File: config.mk
export PLATFORM = sky130hd
export DESIGN_NAME = ctl_serial_latch
export DESIGN_NICKNAME = d
export VERILOG_FILES = /design/src/rtl/scl_pkg.sv /design/src/rtl/scl_sync.sv /design/src/rtl/scl_shift.sv /design/src/rtl/scl_hold.sv /design/src/rtl/ctl_serial_latch.sv
export SDC_FILE = /design/constraint.sdc
export NUM_CORES = 1
export LEC_CHECK = 0
export CAP_MARGIN = 20
export CORE_AREA = 2 2 39 41
export CTS_CLUSTER_SIZE = 20
export DETAILED_ROUTE_END_ITERATION = 10
export DIE_AREA = 0 0 41 43
export SLEW_MARGIN = 5
export SYNTH_ARGS = -nofsm -noshare
export SYNTH_HDL_FRONTEND = slang
export SYNTH_SLANG_ARGS = --single-unit
export TNS_END_PERCENT = 100
File: constraint.sdc
create_clock -name clk -period 1.8 [get_ports clk]
set_input_delay 0.36 -clock clk [delete_from_list [all_inputs] [get_ports clk]]
set_output_delay 0.36 -clock clk [all_outputs]
set_load 0.05 [all_outputs]
File: src/rtl/scl_pkg.sv
package scl_pkg;

   // Bit positions of the three host wires inside the synchroniser vector.
   localparam int SCL_LINES    = 3;
   localparam int SCL_LN_DATA  = 0;
   localparam int SCL_LN_CLK   = 1;
   localparam int SCL_LN_LOAD  = 2;

   // Per-cycle view of the synchronised wires.
   typedef struct packed {
      logic data_lvl;
      logic clk_rise;
      logic load_lvl;
      logic load_rise;
   } scl_events_t;

   function automatic scl_events_t scl_decode(input logic [SCL_LINES-1:0] lvl,
                                              input logic [SCL_LINES-1:0] rise);
      scl_events_t ev;
      ev.data_lvl  = lvl[SCL_LN_DATA];
      ev.clk_rise  = rise[SCL_LN_CLK];
      ev.load_lvl  = lvl[SCL_LN_LOAD];
      ev.load_rise = rise[SCL_LN_LOAD];
      return ev;
   endfunction

endpackage

File: src/rtl/scl_sync.sv
module scl_sync #(
   parameter int LINES  = 3,
   parameter int STAGES = 2
) (
   input  logic             clk,
   input  logic             rst_n,
   input  logic [LINES-1:0] async_i,
   output logic [LINES-1:0] level_o,
   output logic [LINES-1:0] rise_o
);

   localparam int LAST = STAGES - 1;

   if (STAGES < 2) begin : g_bad_stages
      $error("scl_sync: STAGES must be at least 2");
   end
   if (LINES < 1) begin : g_bad_lines
      $error("scl_sync: LINES must be at least 1");
   end

   for (genvar g = 0; g < LINES; g++) begin : g_line
      logic [STAGES-1:0] chain_q;
      logic              prev_q;

      always_ff @(posedge clk or negedge rst_n) begin
         if (!rst_n) begin
            chain_q <= '0;
            prev_q  <= 1'b0;
         end else begin
            chain_q <= {chain_q[STAGES-2:0], async_i[g]};
            prev_q  <= chain_q[LAST];
         end
      end

      assign level_o[g] = chain_q[LAST];
      assign rise_o[g]  = chain_q[LAST] & ~prev_q;
   end

endmodule

File: src/rtl/scl_shift.sv
module scl_shift #(
   parameter int              WIDTH       = 4,
   parameter bit              MSB_FIRST   = 1'b1,
   parameter logic [WIDTH-1:0] STAGE_RESET = '0
) (
   input  logic             clk,
   input  logic             rst_n,
   input  logic             shift_en,
   input  logic             bit_i,
   output logic [WIDTH-1:0] stage_o
);

   logic [WIDTH-1:0] stage_q;
   logic [WIDTH-1:0] stage_nx;

   if (WIDTH < 2) begin : g_bad_width
      $error("scl_shift: WIDTH must be at least 2");
   end

   if (MSB_FIRST) begin : g_msb
      assign stage_nx = {stage_q[WIDTH-2:0], bit_i};
   end else begin : g_lsb
      assign stage_nx = {bit_i, stage_q[WIDTH-1:1]};
   end

   always_ff @(posedge clk or negedge rst_n) begin
      if (!rst_n)        stage_q <= STAGE_RESET;
      else if (shift_en) stage_q <= stage_nx;
   end

   assign stage_o = stage_q;

endmodule

File: src/rtl/scl_hold.sv
module scl_hold #(
   parameter int               WIDTH       = 4,
   parameter logic [WIDTH-1:0] RESET_VALUE = '0
) (
   input  logic             clk,
   input  logic             rst_n,
   input  logic             load_en,
   input  logic [WIDTH-1:0] d_i,
   output logic [WIDTH-1:0] q_o
);

   always_ff @(posedge clk or negedge rst_n) begin
      if (!rst_n)       q_o <= RESET_VALUE;
      else if (load_en) q_o <= d_i;
   end

endmodule

File: src/rtl/ctl_serial_latch.sv
module ctl_serial_latch #(
   parameter int               WIDTH       = 4,
   parameter int               SYNC_STAGES = 2,
   parameter bit               MSB_FIRST   = 1'b1,
   parameter logic [WIDTH-1:0] RESET_VALUE = 'hA,
   parameter logic [WIDTH-1:0] STAGE_RESET = '0
) (
   input  logic             clk,
   input  logic             rst_n,
   input  logic             ser_data_i,
   input  logic             ser_clk_i,
   input  logic             ser_load_i,
   output logic [WIDTH-1:0] ctl_q
);

   import scl_pkg::*;

   if (WIDTH < 2) begin : g_bad_width
      $error("ctl_serial_latch: WIDTH must be at least 2");
   end
   if (SYNC_STAGES < 2) begin : g_bad_sync
      $error("ctl_serial_latch: SYNC_STAGES must be at least 2");
   end

   logic [SCL_LINES-1:0] raw_lines;
   logic [SCL_LINES-1:0] sync_lvl;
   logic [SCL_LINES-1:0] sync_rise;
   scl_events_t          ev;

   logic             sclk_rise;
   logic             ld_rise;
   logic             ld_lvl;
   logic             shift_en;
   logic [WIDTH-1:0] stage_q;

   always_comb begin
      raw_lines               = '0;
      raw_lines[SCL_LN_DATA]  = ser_data_i;
      raw_lines[SCL_LN_CLK]   = ser_clk_i;
      raw_lines[SCL_LN_LOAD]  = ser_load_i;
   end

   scl_sync #(
      .LINES  (SCL_LINES),
      .STAGES (SYNC_STAGES)
   ) u_sync (
      .clk     (clk),
      .rst_n   (rst_n),
      .async_i (raw_lines),
      .level_o (sync_lvl),
      .rise_o  (sync_rise)
   );

   assign ev        = scl_decode(sync_lvl, sync_rise);
   assign sclk_rise = ev.clk_rise;
   assign ld_rise   = ev.load_rise;
   assign ld_lvl    = ev.load_lvl;
   // Shifts are accepted only while the strobe is seen low.
   assign shift_en  = sclk_rise & ~ld_lvl;

   scl_shift #(
      .WIDTH       (WIDTH),
      .MSB_FIRST   (MSB_FIRST),
      .STAGE_RESET (STAGE_RESET)
   ) u_shift (
      .clk      (clk),
      .rst_n    (rst_n),
      .shift_en (shift_en),
      .bit_i    (ev.data_lvl),
      .stage_o  (stage_q)
   );

   scl_hold #(
      .WIDTH       (WIDTH),
      .RESET_VALUE (RESET_VALUE)
   ) u_hold (
      .clk     (clk),
      .rst_n   (rst_n),
      .load_en (ld_rise),
      .d_i     (stage_q),
      .q_o     (ctl_q)
   );

endmodule

==> flow_metrics.env, run 1 <==
export IMPL_crit_arrival_ns=1.01
export IMPL_crit_family="flip-flops"
export IMPL_final_max_slew_viol_count=0
export IMPL_crit_path_top_delay_cell="dfstp_2"
export IMPL_grt_max_degree=17
export IMPL_drc=0
export IMPL_critPathMaxStageDelay_ns=0.54
export IMPL_pre_cts_ws_ns=0.593
export IMPL_clock_root_buffer="clkbuf_4"
export IMPL_place_congestion=0.634
export IMPL_htreeDepth=1
export IMPL_power_density_nw_per_um2=1540
export IMPL_worstMarginPinSlew_ns=0.237
export IMPL_clk_pin_slew_ns=0.09
export IMPL_row_count=14
export IMPL_die_height_um=43
export IMPL_final_area_um2=659
export IMPL_period_needed_ns=1.37
export IMPL_hold_violations=0
export IMPL_io_buffers=8
export IMPL_wl_um=637
export IMPL_cts_buffer_depth=2
export IMPL_syn_inst=27
export IMPL_fin_crit_sh=0.760
export IMPL_yosys_warnings=0
export IMPL_post_dp_cell_area_um2=623
export IMPL_first_pass_iters=1
export IMPL_ys_types=6
export IMPL_num_io_pins=9
export IMPL_syn_area_um2=526
export IMPL_ir_drop_uv=513
export IMPL_leakagePower_nw=0.294
export IMPL_drt_iter0_drc=0
export IMPL_hold_ws_ns=0.361
export IMPL_p_total_w=0.00101
export IMPL_synth_fp_nets=32
export IMPL_drv_cap=0
export IMPL_slew_headroom=0.842
export IMPL_drtAntennaViolNets=0
export IMPL_clk_latency_ns=0.28
export IMPL_rsz0062_at_grt="no"
export IMPL_cts_sinks=16
export IMPL_crit_path_cell_trace="buf_4"
export IMPL_antenna_cells=0
export IMPL_viasPerCell=4.34
export IMPL_start_util=0.380
export IMPL_nets=46
export IMPL_antenna_found_initial=0
export IMPL_critPathRequiredTime_ns=1.44
export IMPL_wire_per_inst_um=11.4
export IMPL_avgSynthCellArea_um2=19.5
export IMPL_hp_class="reg -> reg"
export IMPL_numCtsBuffers=3
export IMPL_synth_ff_latch_count=16
export IMPL_crit_path_max_fanout=2
export IMPL_endpoint_kind="output port"
export IMPL_finClkSkew_ns=0.00554
export IMPL_setup_tns_ns=0
export IMPL_cts_setup_buffers=0
export IMPL_max_freq_mhz=731
export IMPL_cts_tree="yes"
export IMPL_path_class="reg -> out"
export IMPL_setup_viol=0
export IMPL_grt_total_usage=0.105
export IMPL_fp_dieW_um=41
export IMPL_ys_seq_area_frac=0.767
export IMPL_drive_gt1_frac=0.500
export IMPL_postCtsHoldBufs=0
export IMPL_design_core_area_um2=1380
export IMPL_area_growth_pct=25.5
export IMPL_path_buf_inv=1
export IMPL_timing_final_ws_setup_ns=0.431
export IMPL_start_kind="flop"
export IMPL_grt_pass1_wl_um=1170
export IMPL_cts_resized_gates=0
export IMPL_grt_overflow=0
export IMPL_via_count=243
export IMPL_status="finished clean"
export IMPL_dieArea_um2=1760
export IMPL_grt_pass1_vias=279
[report_power, final]
| part | total [W] | switching (W) | leakage [nW] | internal [W] |
|---|---|---|---|---|
| Sequential | 0.000493 | 0.0000413 | 0.186 | 0.000452 |
| Clock | 0.000230 | 0.000107 | 0.0210 | 0.000123 |
| Combinational | 0.000290 | 0.000177 | 0.0862 | 0.000113 |
| Total | 0.00101 | 0.000326 | 0.294 | 0.000688 |
[worst paths after layout]
path	from	endpoint	slack [ns]	depth (start not counted)
max	u_hold.q_o[3]	ctl_q[3]	0.43	1
min	u_sync.g_line[1].chain_q[0]	u_sync.g_line[1].chain_q[1]	0.36	0
max reg2reg	u_sync.g_line[2].chain_q[1]	u_shift.stage_o[1]	0.59	2
min reg2reg	u_sync.g_line[1].chain_q[0]	u_sync.g_line[1].chain_q[1]	0.36	0
max in group asynchronous	rst_n	u_hold.q_o[1]	1.17	2
min in group asynchronous	rst_n	u_sync.g_line[2].chain_q[1]	0.38	2
[cell usage in the layout (no fill, tap or decap)]
| cell type | netlist | routed |
|---|---|---|
| clkbuf_8 | 0 | 1 |
| buf_4 | 0 | 5 |
| mux2_2 | 8 | 8 |
| clkbuf_4 | 0 | 3 |
| clkdlybuf4s50_1 | 0 | 4 |
| and2b_1 | 1 | 1 |
| dfrtp_1 | 14 | 14 |
| nor3b_4 | 1 | 1 |
| nand2b_1 | 1 | 1 |
| dfstp_2 | 2 | 2 |
[layer usage]
layer / global-route usage / share of wire / up-vias
met5: 0 / 0 / -
met4: 0.0800 / 0 / 0
met3: 0.0314 / 0.060 / 0
met2: 0.150 / 0.53 / 8
met1: 0.126 / 0.41 / 119
li1: - / - / 116
[flip-flops by register name (all words and copies together) (netlist names)]
signal and count:
u_shift.stage_o 4, u_hold.q_o 4, u_sync.g_line.prev_q 2, u_sync.g_line.chain_q 6
[cell type report]
cell class              instances  area, um2
flip-flops and latches         16        403
repair buffers                  9       77.6
well taps                      16       20.0
fillers                       124        724
multi-input cells              11        123
clock buffers                   4       36.3
[worst reg2reg max path: stages (launching register included)]
cell,delay (ns)
dfrtp_1,0.44
nor3b_4,0.29
mux2_2,0.37
[logic make-up after synthesis]
| group | synth area share |
|---|---|
| mux | 0.171 |
| simple gates | 0.0619 |
| flops | 0.767 |
[cell usage after synthesis, drive strengths merged]
cell type	n	area share
mux2	8	0.17
nor3b	1	0.036
nand2b	1	0.012
dfstp	2	0.10
dfrtp	14	0.67
and2b	1	0.014
[metrics by stage]
stage	std cells	utilization
after global routing	56	0.476
final	56	0.476
after floorplan	27	-
after CTS	56	0.476
after detailed placement	52	0.450
after global placement	52	0.450
(Power assumes the default switching activity.)
==> inputs of run 2 (changes only) <==
==> constraint.sdc (replaced) <==
create_clock -name clk -period 1.18 [get_ports clk]
set_input_delay 0.236 -clock clk [delete_from_list [all_inputs] [get_ports clk]]
set_output_delay 0.236 -clock clk [all_outputs]
set_load 0.05 [all_outputs]
==> flow_metrics.env, run 2 (synthesis results as in run 1) <==
export IMPL_period_needed_ns=1.21
export IMPL_htreeDepth=1
export IMPL_start_util=0.380
export IMPL_critPathMaxStageDelay_ns=0.56
export IMPL_crit_path_max_fanout=2
export IMPL_wl_um=681
export IMPL_max_freq_mhz=828
export IMPL_drv_cap=0
export IMPL_path_class="reg -> out"
export IMPL_nets=49
export IMPL_area_growth_pct=42.9
export IMPL_slew_headroom=0.868
export IMPL_endpoint_kind="output port"
export IMPL_grt_pass1_vias=277
export IMPL_cts_sinks=16
export IMPL_grt_overflow=0
export IMPL_fin_crit_sh=1.02
export IMPL_crit_path_top_delay_cell="dfstp_2"
export IMPL_drt_iter0_drc=1
export IMPL_timing_final_ws_setup_ns=-0.0278
export IMPL_setup_tns_ns=-0.103
export IMPL_pwr_share_seq=0.450
export IMPL_leakagePower_nw=0.340
export IMPL_crit_path_cell_trace="buf_12"
export IMPL_hold_violations=0
export IMPL_cts_buffer_depth=2
export IMPL_clock_root_buffer="clkbuf_4"
export IMPL_critPathRequiredTime_ns=0.94
export IMPL_rsz0062_at_grt="yes"
export IMPL_drc=0
export IMPL_multi_input_area_um2=138
export IMPL_path_buf_inv=1
export IMPL_row_count=14
export IMPL_clk_pin_slew_ns=0.09
export IMPL_wire_per_inst_um=11.5
export IMPL_status="complete, but fails checks"
export IMPL_grt_pass1_wl_um=1060
export IMPL_switching_share=0.303
export IMPL_setup_viol=6
export IMPL_antenna_cells=0
export IMPL_dieArea_um2=1760
export IMPL_power_density_nw_per_um2=2350
export IMPL_final_common_cell="dfrtp_1"
export IMPL_via_count=266
export IMPL_power_frac_clock=0.196
export IMPL_ir_drop_uv=876
export IMPL_violations="negative setup slack"
export IMPL_drive_gt1_frac=0.535
export IMPL_hp_class="in -> async"
export IMPL_crit_arrival_ns=0.97
export IMPL_crit_family="flip-flops"
export IMPL_combPwrFrac=0.354
export IMPL_cts_tree="yes"
export IMPL_antenna_found_initial=0
export IMPL_numCtsBuffers=3
export IMPL_largest_reg_flops=6
export IMPL_place_congestion=0.659
export IMPL_finClkSkew_ns=0.00240
export IMPL_first_pass_iters=2
export IMPL_num_io_pins=9
export IMPL_p_int_w=0.00123
export IMPL_regArea_um2=403
export IMPL_power_switching_w=0.000533
export IMPL_worstMarginPinSlew_ns=0.198
export IMPL_design_core_area_um2=1380
export IMPL_die_height_um=43
export IMPL_grt_total_usage=0.0945
export IMPL_nFillCells=107
export IMPL_start_kind="flop"
export IMPL_postCtsHoldBufs=0
export IMPL_drtAntennaViolNets=0
export IMPL_io_buffers=8
export IMPL_grt_max_degree=17
export IMPL_layout_common_cells="14 x dfrtp_1, 4 x mux2_2, 4 x mux2_4, 4 x clkdlybuf4s50_1, 4 x buf_12"
export IMPL_p_total_w=0.00176
export IMPL_clk_latency_ns=0.27
export IMPL_final_max_slew_viol_count=0
export IMPL_fp_dieW_um=41
export IMPL_viasPerCell=4.51
export IMPL_largest_register="u_sync.g_line.chain_q"
[run 2: cell count changes in the layout (fill, tap and decap cells not counted), sizes merged]
cell / delta
buf: +3
[run 2: final cells by class]
class                   instances  share of cell area
clock buffers                   4              0.0483
flip-flops and latches         16               0.537
repair buffers                 12               0.205
multi-input cells              11               0.183
well taps                      16              0.0267
[run 2: what timing repair did]
item | CTS | global route
gates cloned | 0 | 0
setup endpoints to repair | 6 | 6
gates resized for setup | 1 | 4
pin swaps | 1 | 1
buffers inserted | 1 | 2
[run 2: through the flow]
| stage | hold WS [ns] | worst slack (ns) | std cells | utilization | area, um2 |
|---|---|---|---|---|---|
| after floorplan | -0.0596 | 0.0485 | 27 | - | 526 |
| after global placement | 0.332 | 0.0120 | 52 | 0.486 | 673 |
| after detailed placement | 0.336 | -0.0406 | 52 | 0.486 | 673 |
| after CTS | 0.262 | -0.0376 | 57 | 0.521 | 721 |
| after global routing | 0.293 | -0.0950 | 59 | 0.542 | 751 |
| final | 0.261 | -0.0278 | 59 | 0.542 | 751 |
[run 2: routing by layer]
metal | global-route usage | up-vias | wire, um
li1 | - | 121 | -
met1 | 0.119 | 137 | 298
met2 | 0.134 | 8 | 346
met3 | 0.0314 | 0 | 36
met4 | 0.0600 | 0 | 0
met5 | 0 | - | 0
[run 2: power groups by stage]
| stage | clock [W] | combinational [W] | sequential [W] |
|---|---|---|---|
| floorplan | 0 | 0.000106 | 0.000963 |
| global placement | 0 | 0.000586 | 0.000797 |
| detailed placement | 0 | 0.000591 | 0.000803 |
| CTS | 0.000358 | 0.000601 | 0.000792 |
| global route | 0.000379 | 0.000652 | 0.000810 |
| finish | 0.000346 | 0.000624 | 0.000792 |
[run 2: worst paths after layout]
| check | depth (start not counted) | from | slack (ns) | endpoint |
|---|---|---|---|---|
| max reg2reg | 3 | u_sync.g_line[2].chain_q[1] | -0.02 | u_shift.stage_o[0] |
| max | 1 | u_hold.q_o[1] | -0.03 | ctl_q[1] |
| max in group asynchronous | 2 | rst_n | 0.67 | u_hold.q_o[3] |
| min in group clk | 0 | u_sync.g_line[1].chain_q[0] | 0.36 | u_sync.g_line[1].chain_q[1] |
| min reg2reg | 0 | u_sync.g_line[1].chain_q[0] | 0.36 | u_sync.g_line[1].chain_q[1] |
| min | 2 | rst_n | 0.26 | u_shift.stage_o[1] |
==> inputs of run 3 (changes only) <==
==> constraint.sdc (replaced) <==
create_clock -name clk -period 1.5 [get_ports clk]
set_input_delay 0.3 -clock clk [delete_from_list [all_inputs] [get_ports clk]]
set_output_delay 0.3 -clock clk [all_outputs]
set_load 0.05 [all_outputs]
==> flow_metrics.env, run 3 (synthesis results as in run 1) <==
export IMPL_period_needed_ns=1.27
export IMPL_grt_max_degree=17
export IMPL_gr_usage_met2=0.134
export IMPL_crit_path_max_fanout=2
export IMPL_nFillCells=115
export IMPL_drive_gt1_frac=0.500
export IMPL_crit_family="flip-flops"
export IMPL_fp_dieW_um=41
export IMPL_cts_resized_gates=0
export IMPL_final_max_slew_viol_count=0
export IMPL_place_congestion=0.659
export IMPL_dieArea_um2=1760
export IMPL_numCtsBuffers=3
export IMPL_largest_register="u_sync.g_line.chain_q"
export IMPL_num_io_pins=9
export IMPL_path_buf_inv=1
export IMPL_cts_tree="yes"
export IMPL_r2r_end="u_shift.stage_o[0]"
export IMPL_met3_usage=0.0314
export IMPL_use_met1=0.122
export IMPL_combPwrFrac=0.341
export IMPL_worstMarginPinSlew_ns=0.252
export IMPL_rrSetupSlack_ns=0.28
export IMPL_setup_viol=0
export IMPL_clk_pin_slew_ns=0.09
export IMPL_layout_common_cells="14 x dfrtp_1, 8 x mux2_2, 4 x clkdlybuf4s50_1, 4 x buf_12, 3 x clkbuf_4"
export IMPL_fin_util=0.513
export IMPL_drt_iter0_drc=1
export IMPL_cts_sinks=16
export IMPL_htreeDepth=1
export IMPL_pwr_share_seq=0.459
export IMPL_critPathMaxStageDelay_ns=0.56
export IMPL_grt_pass1_wl_um=1080
export IMPL_die_height_um=43
export IMPL_design_core_area_um2=1380
export IMPL_reg2regPathDepth=2
export IMPL_grt_overflow=0
export IMPL_antenna_cells=0
export IMPL_rr_startpoint="u_sync.g_line[2].chain_q[1]"
export IMPL_power_switching_w=0.000407
export IMPL_finClkSkew_ns=0.00207
export IMPL_drtAntennaViolNets=0
export IMPL_grt_total_usage=0.0955
export IMPL_crit_path_top_delay_cell="dfstp_2"
export IMPL_fin_crit_sh=0.846
export IMPL_setup_tns_ns=0
export IMPL_power_density_nw_per_um2=1900
export IMPL_crit_path_cell_trace="buf_12"
export IMPL_viasPerCell=4.46
export IMPL_max_freq_mhz=788
export IMPL_io_buffers=8
export IMPL_nets=46
export IMPL_grt_busiest_layer="met2"
export IMPL_ir_drop_uv=648
export IMPL_first_pass_iters=2
export IMPL_hp_class="in -> async"
export IMPL_start_util=0.380
export IMPL_final_common_cell="dfrtp_1"
export IMPL_start_kind="flop"
export IMPL_crit_arrival_ns=0.97
export IMPL_endpoint_kind="output port"
export IMPL_drc=0
export IMPL_row_count=14
export IMPL_grt_pass1_vias=274
export IMPL_area_growth_pct=35.0
export IMPL_cts_setup_buffers=0
export IMPL_via_count=250
export IMPL_wl_um=597
export IMPL_drv_cap=0
export IMPL_leakagePower_nw=0.311
export IMPL_status="finished clean"
export IMPL_clk_latency_ns=0.27
export IMPL_p_total_w=0.00135
export IMPL_clock_root_buffer="clkbuf_4"
export IMPL_rsz0062_at_grt="no"
export IMPL_antenna_found_initial=0
export IMPL_cts_buffer_depth=2
export IMPL_slew_headroom=0.832
export IMPL_path_class="reg -> out"
export IMPL_switching_share=0.302
export IMPL_critPathRequiredTime_ns=1.20
export IMPL_power_frac_clock=0.200
export IMPL_postCtsHoldBufs=0
export IMPL_hold_violations=0
export IMPL_largest_reg_flops=6
export IMPL_p_int_w=0.000940
export IMPL_wire_per_inst_um=10.7
-- run 3: changes by cell type in the layout (fill, tap and decap cells not counted), sizes merged --
cell,change
buf,-3
-- run 3: power by group through the flow --
stage | registers, W | logic, W | clock network (W)
3_5_place_dp | 0.000632 | 0.000465 | 0
6_report | 0.000619 | 0.000460 | 0.000269
3_3_place_gp | 0.000627 | 0.000461 | 0
4_1_cts | 0.000623 | 0.000465 | 0.000282
2_1_floorplan | 0.000758 | 0.0000831 | 0
5_1_grt | 0.000633 | 0.000481 | 0.000298
-- run 3: layer usage --
layer,vias to the layer above,wire length [um]
li1,115,-
met1,127,250
met2,8,310
met3,0,36
met4,0,0
met5,-,0
-- run 3: area by class of cell --
cell class	count	area, um2	share of cell area
Sequential cell	16	403	0.568
Timing Repair Buffer	9	128	0.180
Multi-Input combinational cell	11	123	0.173
Tap cell	16	20.0	0.0282
Clock buffer	4	36.3	0.0511
-- run 3: stage by stage --
stage | cells | worst slack (ns) | hold slack (ns) | instance area [um2]
floorplan | 27 | 0.369 | 0.00441 | 526
global placement | 52 | 0.332 | 0.332 | 673
detailed placement | 52 | 0.279 | 0.336 | 673
CTS | 56 | 0.218 | 0.326 | 709
global route | 56 | 0.196 | 0.357 | 709
finish | 56 | 0.231 | 0.325 | 709
-- run 3: worst max-delay path by stage --
stage                                      startpoint                 end  slack, ns  cells after the start
final                                   u_hold.q_o[1]            ctl_q[1]       0.23                      1
after global routing                    u_hold.q_o[3]            ctl_q[3]       0.20                      1
after CTS                               u_hold.q_o[1]            ctl_q[1]       0.22                      1
after detailed placement  u_sync.g_line[2].chain_q[1]  u_shift.stage_o[0]       0.28                      2
after global placement    u_sync.g_line[2].chain_q[1]  u_shift.stage_o[1]       0.33                      2
after floorplan           u_sync.g_line[2].chain_q[1]  u_shift.stage_o[0]       0.37                      2
